### config.mk
export PLATFORM = sky130hd
export DESIGN_NAME = sdram_seq_ctrl
export DESIGN_NICKNAME = d
export VERILOG_FILES = /design/src/rtl/sdr_pkg.sv /design/src/rtl/sdr_addr_split.sv /design/src/rtl/sdr_refresh_timer.sv /design/src/rtl/sdr_rd_capture.sv /design/src/rtl/sdr_cmd_fsm.sv /design/src/rtl/sdram_seq_ctrl.sv
export SDC_FILE = /design/constraint.sdc
export NUM_CORES = 1
export LEC_CHECK = 0
export ABC_AREA = 1
export BUFFER_PORTS_ARGS = -buffer_cell sky130_fd_sc_hd__clkbuf_2
export CORE_UTILIZATION = 30
export DETAILED_ROUTE_END_ITERATION = 10
export PLACE_DENSITY = 0.6
export SETUP_SLACK_MARGIN = 0.4
export SYNTH_ARGS = -nofsm -noshare
export SYNTH_HDL_FRONTEND = slang
export SYNTH_HIERARCHICAL = 1
export SYNTH_SLANG_ARGS = --single-unit
### constraint.sdc
create_clock -name clk -period 2.1 [get_ports clk]
set_input_delay 0.21 -clock clk [delete_from_list [all_inputs] [get_ports clk]]
set_output_delay 0.21 -clock clk [all_outputs]
set_load 0.01 [all_outputs]
### src/rtl/sdr_pkg.sv
// Shared types for the SDRAM command sequencer.
// Assumes the command pins are ordered CS#, RAS#, CAS#, WE# from MSB to LSB.
package sdr_pkg;

    typedef enum logic [3:0] {
        CMD_LOAD  = 4'b0000,
        CMD_REF   = 4'b0001,
        CMD_PRE   = 4'b0010,
        CMD_ACT   = 4'b0011,
        CMD_WRITE = 4'b0100,
        CMD_READ  = 4'b0101,
        CMD_NOP   = 4'b0111
    } sdr_cmd_e;

    typedef enum logic [2:0] {
        ST_POWERUP,
        ST_PRE_ALL,
        ST_INIT_REF,
        ST_MODE,
        ST_IDLE,
        ST_COL
    } sdr_state_e;

    // Address bit that requests auto precharge on a column command.
    localparam int AP_POS = 10;

endpackage

### src/rtl/sdr_addr_split.sv
// Splits a flat host word address into bank, row and column fields.
// Assumes the layout {bank, row, column} from MSB to LSB.
module sdr_addr_split #(
    parameter int BA_W  = 2,
    parameter int ROW_W = 13,
    parameter int COL_W = 10,
    localparam int ADDR_W = BA_W + ROW_W + COL_W
) (
    input  logic [ADDR_W-1:0] flat_addr,
    output logic [BA_W-1:0]   bank,
    output logic [ROW_W-1:0]  row,
    output logic [COL_W-1:0]  col
);

    // Field extraction, pure wiring.
    always_comb begin
        bank = flat_addr[ADDR_W-1 -: BA_W];
        row  = flat_addr[COL_W +: ROW_W];
        col  = flat_addr[COL_W-1:0];
    end

endmodule

### src/rtl/sdr_refresh_timer.sv
// Paces auto refresh: raises a pending flag every T_REFI cycles once enabled.
// Assumes the sequencer acknowledges a pending refresh well within T_REFI.
module sdr_refresh_timer #(
    parameter int T_REFI = 1039,
    localparam int REF_W = $clog2(T_REFI + 1)
) (
    input  logic clk,
    input  logic rst_n,
    input  logic enable,
    input  logic ack,
    output logic pending
);

    logic [REF_W-1:0] tick_cnt;
    logic             tick;

    assign tick = (tick_cnt == REF_W'(T_REFI - 1));

    // Interval counter and pending flag; a new tick wins over an ack.
    always_ff @(posedge clk) begin
        if (!rst_n) begin
            tick_cnt <= '0;
            pending  <= 1'b0;
        end else if (!enable) begin
            tick_cnt <= '0;
            pending  <= 1'b0;
        end else begin
            tick_cnt <= tick ? '0 : tick_cnt + 1'b1;
            if (tick)
                pending <= 1'b1;
            else if (ack)
                pending <= 1'b0;
        end
    end

endmodule

### src/rtl/sdr_rd_capture.sv
// Captures read data T_CL cycles after a READ leaves the command register,
// i.e. at the edge where the memory presents it, and strobes it to the host.
// Assumes burst length one and T_CL >= 1.
module sdr_rd_capture #(
    parameter int T_CL = 2,
    parameter int DQ_W = 16
) (
    input  logic            clk,
    input  logic            rst_n,
    input  logic            read_issued,
    input  logic [DQ_W-1:0] dq_in,
    output logic            rvalid,
    output logic [DQ_W-1:0] rdata
);

    logic [T_CL-1:0] lat_pipe;

    generate
        if (T_CL == 1) begin : g_one
            // Single-stage latency tracker.
            always_ff @(posedge clk) begin
                if (!rst_n) lat_pipe <= '0;
                else        lat_pipe <= read_issued;
            end
        end else begin : g_multi
            // Latency shift register, one stage per CAS cycle.
            always_ff @(posedge clk) begin
                if (!rst_n) lat_pipe <= '0;
                else        lat_pipe <= {lat_pipe[T_CL-2:0], read_issued};
            end
        end
    endgenerate

    // Data capture and host strobe.
    always_ff @(posedge clk) begin
        if (!rst_n) begin
            rvalid <= 1'b0;
            rdata  <= '0;
        end else begin
            rvalid <= lat_pipe[T_CL-1];
            if (lat_pipe[T_CL-1])
                rdata <= dq_in;
        end
    end

endmodule

### src/rtl/sdr_cmd_fsm.sv
// Command sequencer: power-up, mode load, refresh and single-row accesses
// closed by auto precharge. All memory-side outputs are registered.
// Assumes burst length one; one access is in flight at a time.
module sdr_cmd_fsm import sdr_pkg::*; #(
    parameter int BA_W      = 2,
    parameter int ROW_W     = 13,
    parameter int COL_W     = 10,
    parameter int DQ_W      = 16,
    parameter int T_POWERUP = 26600,
    parameter int T_RCD     = 2,
    parameter int T_RP      = 2,
    parameter int T_RFC     = 7,
    parameter int T_CL      = 2,
    parameter int T_MRD     = 2,
    parameter int T_WR      = 2,
    parameter int INIT_REFS = 2,
    localparam int DQM_W  = DQ_W / 8,
    localparam int WAIT_W = $clog2(T_POWERUP + T_RFC + T_RCD + T_RP + T_CL + T_MRD + T_WR + 1),
    localparam int RL_W   = $clog2(INIT_REFS + 1)
) (
    input  logic             clk,
    input  logic             rst_n,
    input  logic             host_valid,
    input  logic             host_write,
    input  logic [BA_W-1:0]  req_ba,
    input  logic [ROW_W-1:0] req_row,
    input  logic [COL_W-1:0] req_col,
    input  logic [DQ_W-1:0]  host_wdata,
    output logic             host_ready,
    input  logic             ref_pending,
    output logic             ref_ack,
    output logic             init_done,
    output sdr_cmd_e         cmd_q,
    output logic             cke_q,
    output logic [BA_W-1:0]  ba_q,
    output logic [ROW_W-1:0] addr_q,
    output logic [DQ_W-1:0]  dq_out_q,
    output logic             dq_oe_q,
    output logic [DQM_W-1:0] dqm_q
);

    localparam logic [ROW_W-1:0] MODE_WORD = ROW_W'(T_CL << 4);
    localparam int WR_GAP = T_WR + T_RP;
    localparam int RD_GAP = T_CL + T_RP;

    sdr_state_e        state;
    logic [WAIT_W-1:0] wait_cnt;
    logic [RL_W-1:0]   refs_left;
    logic              lat_write;
    logic [BA_W-1:0]   lat_ba;
    logic [COL_W-1:0]  lat_col;
    logic [DQ_W-1:0]   lat_wdata;
    logic              at_idle;

    assign at_idle    = (state == ST_IDLE) && (wait_cnt == '0);
    assign ref_ack    = at_idle && ref_pending;
    assign host_ready = at_idle && !ref_pending;

    // Sequencer: one command per step, then NOPs while the wait counter runs.
    always_ff @(posedge clk) begin
        if (!rst_n) begin
            state     <= ST_POWERUP;
            wait_cnt  <= '0;
            refs_left <= '0;
            cmd_q     <= CMD_NOP;
            cke_q     <= 1'b0;
            ba_q      <= '0;
            addr_q    <= '0;
            dq_out_q  <= '0;
            dq_oe_q   <= 1'b0;
            dqm_q     <= '1;
            init_done <= 1'b0;
            lat_write <= 1'b0;
            lat_ba    <= '0;
            lat_col   <= '0;
            lat_wdata <= '0;
        end else begin
            cmd_q   <= CMD_NOP;
            dq_oe_q <= 1'b0;
            if (wait_cnt != '0) begin
                wait_cnt <= wait_cnt - 1'b1;
            end else begin
                case (state)
                    ST_POWERUP: begin
                        cke_q    <= 1'b1;
                        wait_cnt <= WAIT_W'(T_POWERUP);
                        state    <= ST_PRE_ALL;
                    end
                    ST_PRE_ALL: begin
                        cmd_q          <= CMD_PRE;
                        addr_q         <= '0;
                        addr_q[AP_POS] <= 1'b1;
                        refs_left      <= RL_W'(INIT_REFS);
                        wait_cnt       <= WAIT_W'(T_RP - 1);
                        state          <= ST_INIT_REF;
                    end
                    ST_INIT_REF: begin
                        cmd_q     <= CMD_REF;
                        refs_left <= refs_left - 1'b1;
                        wait_cnt  <= WAIT_W'(T_RFC - 1);
                        if (refs_left == RL_W'(1))
                            state <= ST_MODE;
                    end
                    ST_MODE: begin
                        cmd_q     <= CMD_LOAD;
                        ba_q      <= '0;
                        addr_q    <= MODE_WORD;
                        dqm_q     <= '0;
                        init_done <= 1'b1;
                        wait_cnt  <= WAIT_W'(T_MRD - 1);
                        state     <= ST_IDLE;
                    end
                    ST_IDLE: begin
                        if (ref_pending) begin
                            cmd_q    <= CMD_REF;
                            wait_cnt <= WAIT_W'(T_RFC - 1);
                        end else if (host_valid) begin
                            cmd_q     <= CMD_ACT;
                            ba_q      <= req_ba;
                            addr_q    <= req_row;
                            lat_write <= host_write;
                            lat_ba    <= req_ba;
                            lat_col   <= req_col;
                            lat_wdata <= host_wdata;
                            wait_cnt  <= WAIT_W'(T_RCD - 1);
                            state     <= ST_COL;
                        end
                    end
                    ST_COL: begin
                        cmd_q                <= lat_write ? CMD_WRITE : CMD_READ;
                        ba_q                 <= lat_ba;
                        addr_q               <= '0;
                        addr_q[COL_W-1:0]    <= lat_col;
                        addr_q[AP_POS]       <= 1'b1;
                        dq_oe_q              <= lat_write;
                        dq_out_q             <= lat_write ? lat_wdata : dq_out_q;
                        wait_cnt             <= lat_write ? WAIT_W'(WR_GAP - 1)
                                                          : WAIT_W'(RD_GAP - 1);
                        state                <= ST_IDLE;
                    end
                    default: state <= ST_POWERUP;
                endcase
            end
        end
    end

endmodule

### src/rtl/sdram_seq_ctrl.sv
// Top of the SDRAM command sequencer: address split, sequencer, refresh
// pacing and read capture. Assumes a four-bank, 8192-row memory with
// 1024 columns, burst length one, and the memory on the same clock.
module sdram_seq_ctrl import sdr_pkg::*; #(
    parameter int BA_W           = 2,
    parameter int ROW_W          = 13,
    parameter int COL_W          = 10,
    parameter int DQ_W           = 16,
    parameter int T_POWERUP      = 26600,
    parameter int T_RCD          = 2,
    parameter int T_RP           = 2,
    parameter int T_RFC          = 7,
    parameter int T_CL           = 2,
    parameter int T_MRD          = 2,
    parameter int T_WR           = 2,
    parameter int INIT_REFS      = 2,
    parameter int REF_PERIOD_CYC = 8512000,
    localparam int ADDR_W = BA_W + ROW_W + COL_W,
    localparam int DQM_W  = DQ_W / 8,
    localparam int T_REFI = REF_PERIOD_CYC / (1 << ROW_W)
) (
    input  logic              clk,
    input  logic              rst_n,
    input  logic              host_valid,
    input  logic              host_write,
    input  logic [ADDR_W-1:0] host_addr,
    input  logic [DQ_W-1:0]   host_wdata,
    output logic              host_ready,
    output logic [DQ_W-1:0]   host_rdata,
    output logic              host_rvalid,
    output logic              sd_cke,
    output logic              sd_cs_n,
    output logic              sd_ras_n,
    output logic              sd_cas_n,
    output logic              sd_we_n,
    output logic [BA_W-1:0]   sd_ba,
    output logic [ROW_W-1:0]  sd_addr,
    output logic [DQM_W-1:0]  sd_dqm,
    output logic [DQ_W-1:0]   sd_dq_out,
    output logic              sd_dq_oe,
    input  logic [DQ_W-1:0]   sd_dq_in
);

    logic [BA_W-1:0]  req_ba;
    logic [ROW_W-1:0] req_row;
    logic [COL_W-1:0] req_col;
    logic             ref_pending;
    logic             ref_ack;
    logic             init_done;
    sdr_cmd_e         cmd_q;
    logic             rd_issue;

    sdr_addr_split #(.BA_W(BA_W), .ROW_W(ROW_W), .COL_W(COL_W)) u_split (
        .flat_addr (host_addr),
        .bank      (req_ba),
        .row       (req_row),
        .col       (req_col)
    );

    sdr_cmd_fsm #(
        .BA_W(BA_W), .ROW_W(ROW_W), .COL_W(COL_W), .DQ_W(DQ_W),
        .T_POWERUP(T_POWERUP), .T_RCD(T_RCD), .T_RP(T_RP), .T_RFC(T_RFC),
        .T_CL(T_CL), .T_MRD(T_MRD), .T_WR(T_WR), .INIT_REFS(INIT_REFS)
    ) u_fsm (
        .clk         (clk),
        .rst_n       (rst_n),
        .host_valid  (host_valid),
        .host_write  (host_write),
        .req_ba      (req_ba),
        .req_row     (req_row),
        .req_col     (req_col),
        .host_wdata  (host_wdata),
        .host_ready  (host_ready),
        .ref_pending (ref_pending),
        .ref_ack     (ref_ack),
        .init_done   (init_done),
        .cmd_q       (cmd_q),
        .cke_q       (sd_cke),
        .ba_q        (sd_ba),
        .addr_q      (sd_addr),
        .dq_out_q    (sd_dq_out),
        .dq_oe_q     (sd_dq_oe),
        .dqm_q       (sd_dqm)
    );

    sdr_refresh_timer #(.T_REFI(T_REFI)) u_refresh (
        .clk     (clk),
        .rst_n   (rst_n),
        .enable  (init_done),
        .ack     (ref_ack),
        .pending (ref_pending)
    );

    assign rd_issue = (cmd_q == CMD_READ);

    sdr_rd_capture #(.T_CL(T_CL), .DQ_W(DQ_W)) u_rdcap (
        .clk         (clk),
        .rst_n       (rst_n),
        .read_issued (rd_issue),
        .dq_in       (sd_dq_in),
        .rvalid      (host_rvalid),
        .rdata       (host_rdata)
    );

    // Command pins in CS#, RAS#, CAS#, WE# order.
    assign {sd_cs_n, sd_ras_n, sd_cas_n, sd_we_n} = cmd_q;

endmodule

# ---- Word level (Yosys, flattened, before mapping)
# Index checks and enable logic that the tools add are counted.
dict set report totals {
  output_inout_bits 57
  in_bits 61
  regBits 120
}
dict set report classes {
  eq_ne 12
  n_reduce_logical 27
  muxes 21
  n_addsub 3
  bitwise 5
}
# op count
set op_table {}
lappend op_table {{one-hot mux 15 bit (5 select lines)} 1}
lappend op_table {{one-hot mux 13 bit (4 select lines)} 1}
lappend op_table {{two-way mux 15 bit} 3}
lappend op_table {{two-way mux 13 bit} 2}
lappend op_table {{one-hot mux 4 bit (5 select lines)} 1}
lappend op_table {{AND reduction 4 bit} 4}
lappend op_table {{logical NOT 15 bit} 1}
lappend op_table {{one-hot mux 3 bit (5 select lines)} 1}
lappend op_table {{nonzero test 15 bit} 1}
lappend op_table {{subtractor 15 x 1 -> 15 bit (second input constant)} 1}
lappend op_table {{two-way mux 3 bit} 4}
lappend op_table {{adder 11 x 1 -> 11 bit (second input constant)} 1}
lappend op_table {{equality test 11 bit (second input constant)} 1}
lappend op_table {{AND reduction 2 bit} 5}
lappend op_table {{equality test 3 x 2 -> 1 bit (second input constant)} 2}
lappend op_table {{equality test 3 bit (second input constant)} 2}
lappend op_table {{one-hot mux 2 bit (3 select lines)} 1}
lappend op_table {{nonzero test 6 bit} 1}
lappend op_table {{OR reduction 2 bit} 3}
lappend op_table {{OR reduction 3 bit} 2}
lappend op_table {{NOT 1 bit} 5}
lappend op_table {{equality test 4 x 3 -> 1 bit (second input constant)} 1}
lappend op_table {{two-way mux 2 bit} 2}
lappend op_table {{two-way mux 4 bit} 1}
lappend op_table {{15 further kinds} 21}

# ---- Depth between registers and ports, before layout
dict set report depth {
  depth_word 5
  ltp_mapped 11
  ltp_nobuf 10
}

# ---- Modules after synthesis
# Netlist, hierarchy kept.
# mod instances cells_per_inst area_each_um2
set by_module_without_submodules {}
lappend by_module_without_submodules {sdr_cmd_fsm 1 556 3938.8}
lappend by_module_without_submodules {sdr_rd_capture 1 111 770.7}
lappend by_module_without_submodules {sdr_refresh_timer 1 78 605.6}
lappend by_module_without_submodules {sdr_addr_split 1 25 187.7}
lappend by_module_without_submodules {sdram_seq_ctrl 1 5 21.3}

# ---- Least setup slack after synthesis
# Ideal clock, no wire load.
dict set report synth_path {
  path_kind {register to register}
  from {reg u_fsm.wait_cnt[0]}
  to {reg u_fsm.lat_ba[1]}
  path_stages_with_launch 12
  arrival_time_ps 1535
  period_less_slack_ps 1651
  n_path_buf 2
  setup_slack_ps 449
  cell_sequence {dfxtp_1 -> inv_1 -> ha_1 -> nand2_1 -> nor2_2 -> nand2_4 -> nor3_4 -> inv_2 -> buf_6 -> buf_6 -> nor2_2 -> nor2_1}
}
dict set report synth_between {
  elab_chain_cells 3
}
# element line_no
set synth_rtl {}
lappend synth_rtl {{from (decl)} sdr_cmd_fsm.sv:47} ;# logic [WAIT_W-1:0] wait_cnt;
lappend synth_rtl {{from (signal assigned)} sdr_cmd_fsm.sv:81} ;# wait_cnt <= wait_cnt - 1'b1;
lappend synth_rtl {{from (signal assigned)} sdr_cmd_fsm.sv:86} ;# wait_cnt <= WAIT_W'(T_POWERUP);
lappend synth_rtl {{from (signal assigned)} sdr_cmd_fsm.sv:94} ;# wait_cnt <= WAIT_W'(T_RP - 1);
lappend synth_rtl {{nonzero test 15 bit} sdr_cmd_fsm.sv:80} ;# if (wait_cnt != '0) begin
lappend synth_rtl {{NOT 1 bit (no line)} --}
lappend synth_rtl {{AND reduction 4 bit (no line)} --}
lappend synth_rtl {{to (signal assigned)} sdr_cmd_fsm.sv:122} ;# lat_ba <= req_ba;
lappend synth_rtl {{to (decl)} sdr_cmd_fsm.sv:50} ;# logic [BA_W-1:0] lat_ba;
# Every way passes these cells.
# A chain may end at the register's enable or synchronous reset.

# ---- Worst setup path in the final report
dict set report layout_path {
  from {reg u_fsm.wait_cnt[1]}
  to {out host_ready}
}
dict set report layout_between {
  elab_chain_cells 3
}
# element line_no
set layout_rtl {}
lappend layout_rtl {{logical NOT 15 bit} sdr_cmd_fsm.sv:55} ;# assign at_idle = (state == ST_IDLE) && (wait_cnt == '0);
lappend layout_rtl {{logical AND 1 bit} sdr_cmd_fsm.sv:55}
lappend layout_rtl {{logical AND 1 bit} sdr_cmd_fsm.sv:57} ;# assign host_ready = at_idle && !ref_pending;
lappend layout_rtl {{to (decl)} sdram_seq_ctrl.sv:28} ;# output logic host_ready,
# Every way passes these cells.

==> results <==
- The largest net degree at the start of global routing is 61.
- The average instance in the mapped netlist occupies between 7 and 8 um^2.
- For this design, the slowest cell found on the critical path is sky130_fd_sc_hd__dfxtp_2.
- The total congestion overflow is 0.
- The H-tree level count is 4.
- The setup TNS is 0 ns.
- The clock tree from TritonCTS is built.
- For this run, the detailed router's first-pass iteration total came to 5.
- The number of slew-limit violations in the final report is 0.
- After clock tree synthesis, the clock-pin slew on the worst setup and hold paths is approximately 0.060 ns.
- The final hold slack is ~0.017 ns.
- Global routing consumed, over all layers together, around 15% of the routing resources.
- The clock passes through at most 2 buffers.
- After layout, the minimum clock period comes to roughly 1.7 ns.
- The final instance area is about 0.007 mm^2.
- The setup slack at placement is approximately 0.15 ns.
- The critical path in this run is classified as reg2out.
- Cells fill about two fifths of the core in the end.
- The initialized floorplan defines roughly 50 standard-cell rows.
- The final cell count without fillers is 1146.
- The number of antenna diodes in the final layout is 0.
- The internal power contribution is 5.16 mW.
- The number of global-route vias before repair is between 4000 and 5000.
- The switching part of the total is 34.3%.
- The effective utilization at floorplan is 30.6%.
- The reg2reg setup slack is ~0.45 ns.
- The portion of the post-synthesis area used by sequential elements is between 40% and 50%.
- Between clock sinks in the finished design, the worst skew comes to 0.00972 ns.
- The synthesized flop and latch total is approximately 120.
- From bottom edge to top edge, the die measures between 100 and 150 um.
- The endpoint type of the worst setup path is an output port.
- Setup violations remaining at the end of the flow were counted as 0.
- The highest clock rate is just under 0.6 GHz.
- The wire length of the first global-routing pass is roughly 22000 um.
- The tool flagged a number of max-cap violations equal to 0.
- Setup repair after global routing could not meet its margin everywhere.
- The count of nets left with antenna violations after detail routing is 0.
- Walking the worst path, the cells encountered are inv_4, ha_4, nand2_4, nor2_4, nand2_4, nor2_4, buf_6.
- The placed instances occupy a cell area of a little over 0.006 mm^2.
- The run finished with clean final reports.
- The netlist area before placement is about 0.0055 mm^2.
- The maximum fanout encountered on the critical timing path is 4.
- The clock reaches the later pin of the worst-skew pair after about 0.43 ns.
- The number of fillers in the final layout is approximately 1900.
- The overall via count from detail_route is roughly 5200.
- The synthesis-to-layout area growth is 29.4%.
- The count of final hold-check violations is 0.
- The number of nets handed over by synthesis was between 800 and 900.
- The largest vdd supply drop is approximately 0.64 mV.
- The initial antenna violation count is 0.
- The share of cells above drive strength 1 is about 28%.
- The count of synthesis-stage warnings from yosys is 6.
- The min-delay analysis places its worst path in the category in2reg.
- The root buffer cell chosen for the clock tree is sky130_fd_sc_hd__clkbuf_16.
- Power spread over the standard cell area amounts to between 1000 and 1500 mW/mm^2.
- The data arrival at the endpoint of the critical path is ~1.5 ns.
- The final layout contains routed wiring with a total length of ~14000 um.
- Summed over all cells, the static leakage comes to 3.32 nW.
- In this run the standard cell core region covers approximately 0.018 mm^2.
- The count of pins on the block boundary is approximately 120.
- The die is 138 um wide.
- The number of sinks handled by clock tree synthesis is around 120.
- Combinational cells account for between 30 and 40% of the total power.
- The TritonCTS buffer count is 17.
- The final estimated routing congestion in global placement is 0.794.
- The count of buffers added on input and output ports is 116.
- The part of the total power dissipated in the clock network is a little over a third.
- The instance count after placement with tap cells included is between 1000 and 1500.
- The DRC marker count from the first detailed-route iteration is 283.
- The number of distinct library cells after synthesis is 32.
- The mean number of vias per cell is approximately 4.5.
- Overall power consumption after layout is estimated at a little under 8 mW.
- The switching power summed over all nets is approximately 2.7 mW.
- The area of the die is roughly 0.019 mm^2.
- Synthesis handed over a netlist of a little under 800 instances.
- The mean routed wirelength per cell is about 12 um.
- The post-detailed-placement half-perimeter wirelength is approximately 9000 um.
- The fraction of the cycle the final worst path needs is around 81%.
- The critical path launch point type is a register.
- The DRC violation count after routing is 0.
- The final net count is between 900 and 1000.
- Once routing completed, OpenROAD measured the worst setup slack at approximately 0.41 ns.
- The register share of total power is between 30 and 40%.
- The largest single stage delay on the critical path is ~0.32 ns.
- The required arrival time at the worst endpoint is between 1.5 and 2 ns.
cells in the mapped netlist (all sizes together):
master,number,share of area (%)
a21oi,44,4.1
buf,45,6.6
clkbuf,10,0.68
conb,1,0.068
dfxtp,118,43
ha,7,1.6
inv,74,5.0
nand2,160,11
nand3,41,3.9
nand3b,2,0.34
nand4,8,0.91
nor2,191,15
nor3,7,1.0
nor3b,1,0.14
nor4,2,0.23
o21ai,52,4.7
o21bai,2,0.27
or2,1,0.11
xnor2,4,0.63
xor2,5,0.79
layout make-up:
cell class	count	area (um^2)	share of cell area, %
clock buffer	18	439	6.14
sequential	118	2370	33.2
multi-input combinational	528	2580	36.1
tap	229	287	4.01
timing repair buffer	165	1030	14.4
clock inverter	14	148	2.07
inverter	74	289	4.04
final timing paths:
path / start / to / cells after the start
worst max-delay path: u_fsm/wait_cnt[1] / host_ready / 7
worst min-delay path: host_wdata[14] / u_fsm/lat_wdata[14] / 3
worst max register to register: u_fsm/state[1] / u_fsm/addr_q[6] / 11
worst min register to register: u_rdcap/lat_pipe[0] / u_rdcap/lat_pipe[1] / 2
cells by family (layout without fill, tap and decap cells):
group,Yosys count,count (layout),share of synthesized area [%]
AND/OR/NAND/NOR,413,413,32.7
buffers and inverters,129,271,12.3
flip-flops,118,118,42.8
AO/OA/AOI/OAI,98,98,9.11
XOR/XNOR,9,9,1.43
adder cells (fa/ha/maj),7,7,1.59
other,1,1,0.0679
placed cells by master (no fill, tap or decap), types with 5 or more instances in the layout:
| master | instances |
|---|---|
| sky130_fd_sc_hd__nand2_4 | 5 |
| sky130_fd_sc_hd__nand2_2 | 7 |
| sky130_fd_sc_hd__nor3_1 | 5 |
| sky130_fd_sc_hd__ha_1 | 6 |
| sky130_fd_sc_hd__nand4_1 | 8 |
| sky130_fd_sc_hd__inv_2 | 8 |
| sky130_fd_sc_hd__nor2_4 | 8 |
| sky130_fd_sc_hd__dfxtp_1 | 112 |
| sky130_fd_sc_hd__nor2_2 | 22 |
| sky130_fd_sc_hd__inv_6 | 5 |
| sky130_fd_sc_hd__buf_6 | 7 |
| sky130_fd_sc_hd__clkbuf_2 | 115 |
| sky130_fd_sc_hd__xor2_1 | 5 |
| sky130_fd_sc_hd__clkbuf_16 | 17 |
| sky130_fd_sc_hd__nand3_1 | 35 |
| sky130_fd_sc_hd__nor2_1 | 160 |
| sky130_fd_sc_hd__dlygate4sd3_1 | 12 |
| sky130_fd_sc_hd__a21oi_1 | 42 |
| sky130_fd_sc_hd__inv_1 | 62 |
| sky130_fd_sc_hd__buf_4 | 28 |
| sky130_fd_sc_hd__o21ai_0 | 48 |
| sky130_fd_sc_hd__nand3_2 | 6 |
| sky130_fd_sc_hd__nand2_1 | 148 |
critical path, delay by kind of cell, from the launching register on:
family	cells	cell delay, ns
flip-flops	1	0.32
buffers and inverters	2	0.18
adder cells (fa/ha/maj)	1	0.16
AND/OR/NAND/NOR	4	0.39
registers in the layout, summed over array words and instances, names as in the netlist:
register / count
u_fsm/init_done: 1
u_fsm/addr_q: 13
u_fsm/cmd_q: 3
u_fsm/lat_ba: 2
u_refresh/pending: 1
u_fsm/ba_q: 2
u_fsm/dq_out_q: 16
u_fsm/wait_cnt: 15
u_fsm/lat_wdata: 16
u_fsm/cke_q: 1
u_fsm/lat_write: 1
u_fsm/dqm_q: 1
u_fsm/lat_col: 10
u_rdcap/rdata: 16
u_fsm/dq_oe_q: 1
u_rdcap/rvalid: 1
u_fsm/refs_left: 2
u_fsm/state: 3
u_refresh/tick_cnt: 11
u_rdcap/lat_pipe: 2
power by group through the flow:
stage	Combinational, mW	Clock [mW]	Sequential, mW
floorplan	1.42	0	2.58
global placement	1.81	0	2.60
detailed placement	1.80	0	2.60
CTS	1.99	2.95	2.56
global route	2.67	3.04	2.61
finish	2.40	2.88	2.59
metal layers:
| layer | vias up | share of wire [%] | global-route usage, % |
|---|---|---|---|
| li1 | 2657 | - | - |
| met1 | 2335 | 47 | 19.3 |
| met2 | 170 | 44 | 23.1 |
| met3 | 28 | 7.5 | 4.49 |
| met4 | 0 | 2.3 | 7.85 |
| met5 | - | 0 | 0 |
what timing repair did:
| action | 4_1_cts | 5_1_grt |
|---|---|---|
| hold endpoints to repair | 12 | 0 |
| hold buffers | 12 | 0 |
| resized for setup | 14 | 48 |
| gates cloned | 1 | 1 |
| pin swaps | 8 | 17 |
| endpoints found under the setup margin | 55 | 83 |
| setup buffers | 12 | 12 |
Note: power is estimated with default switching activity, not from simulation.
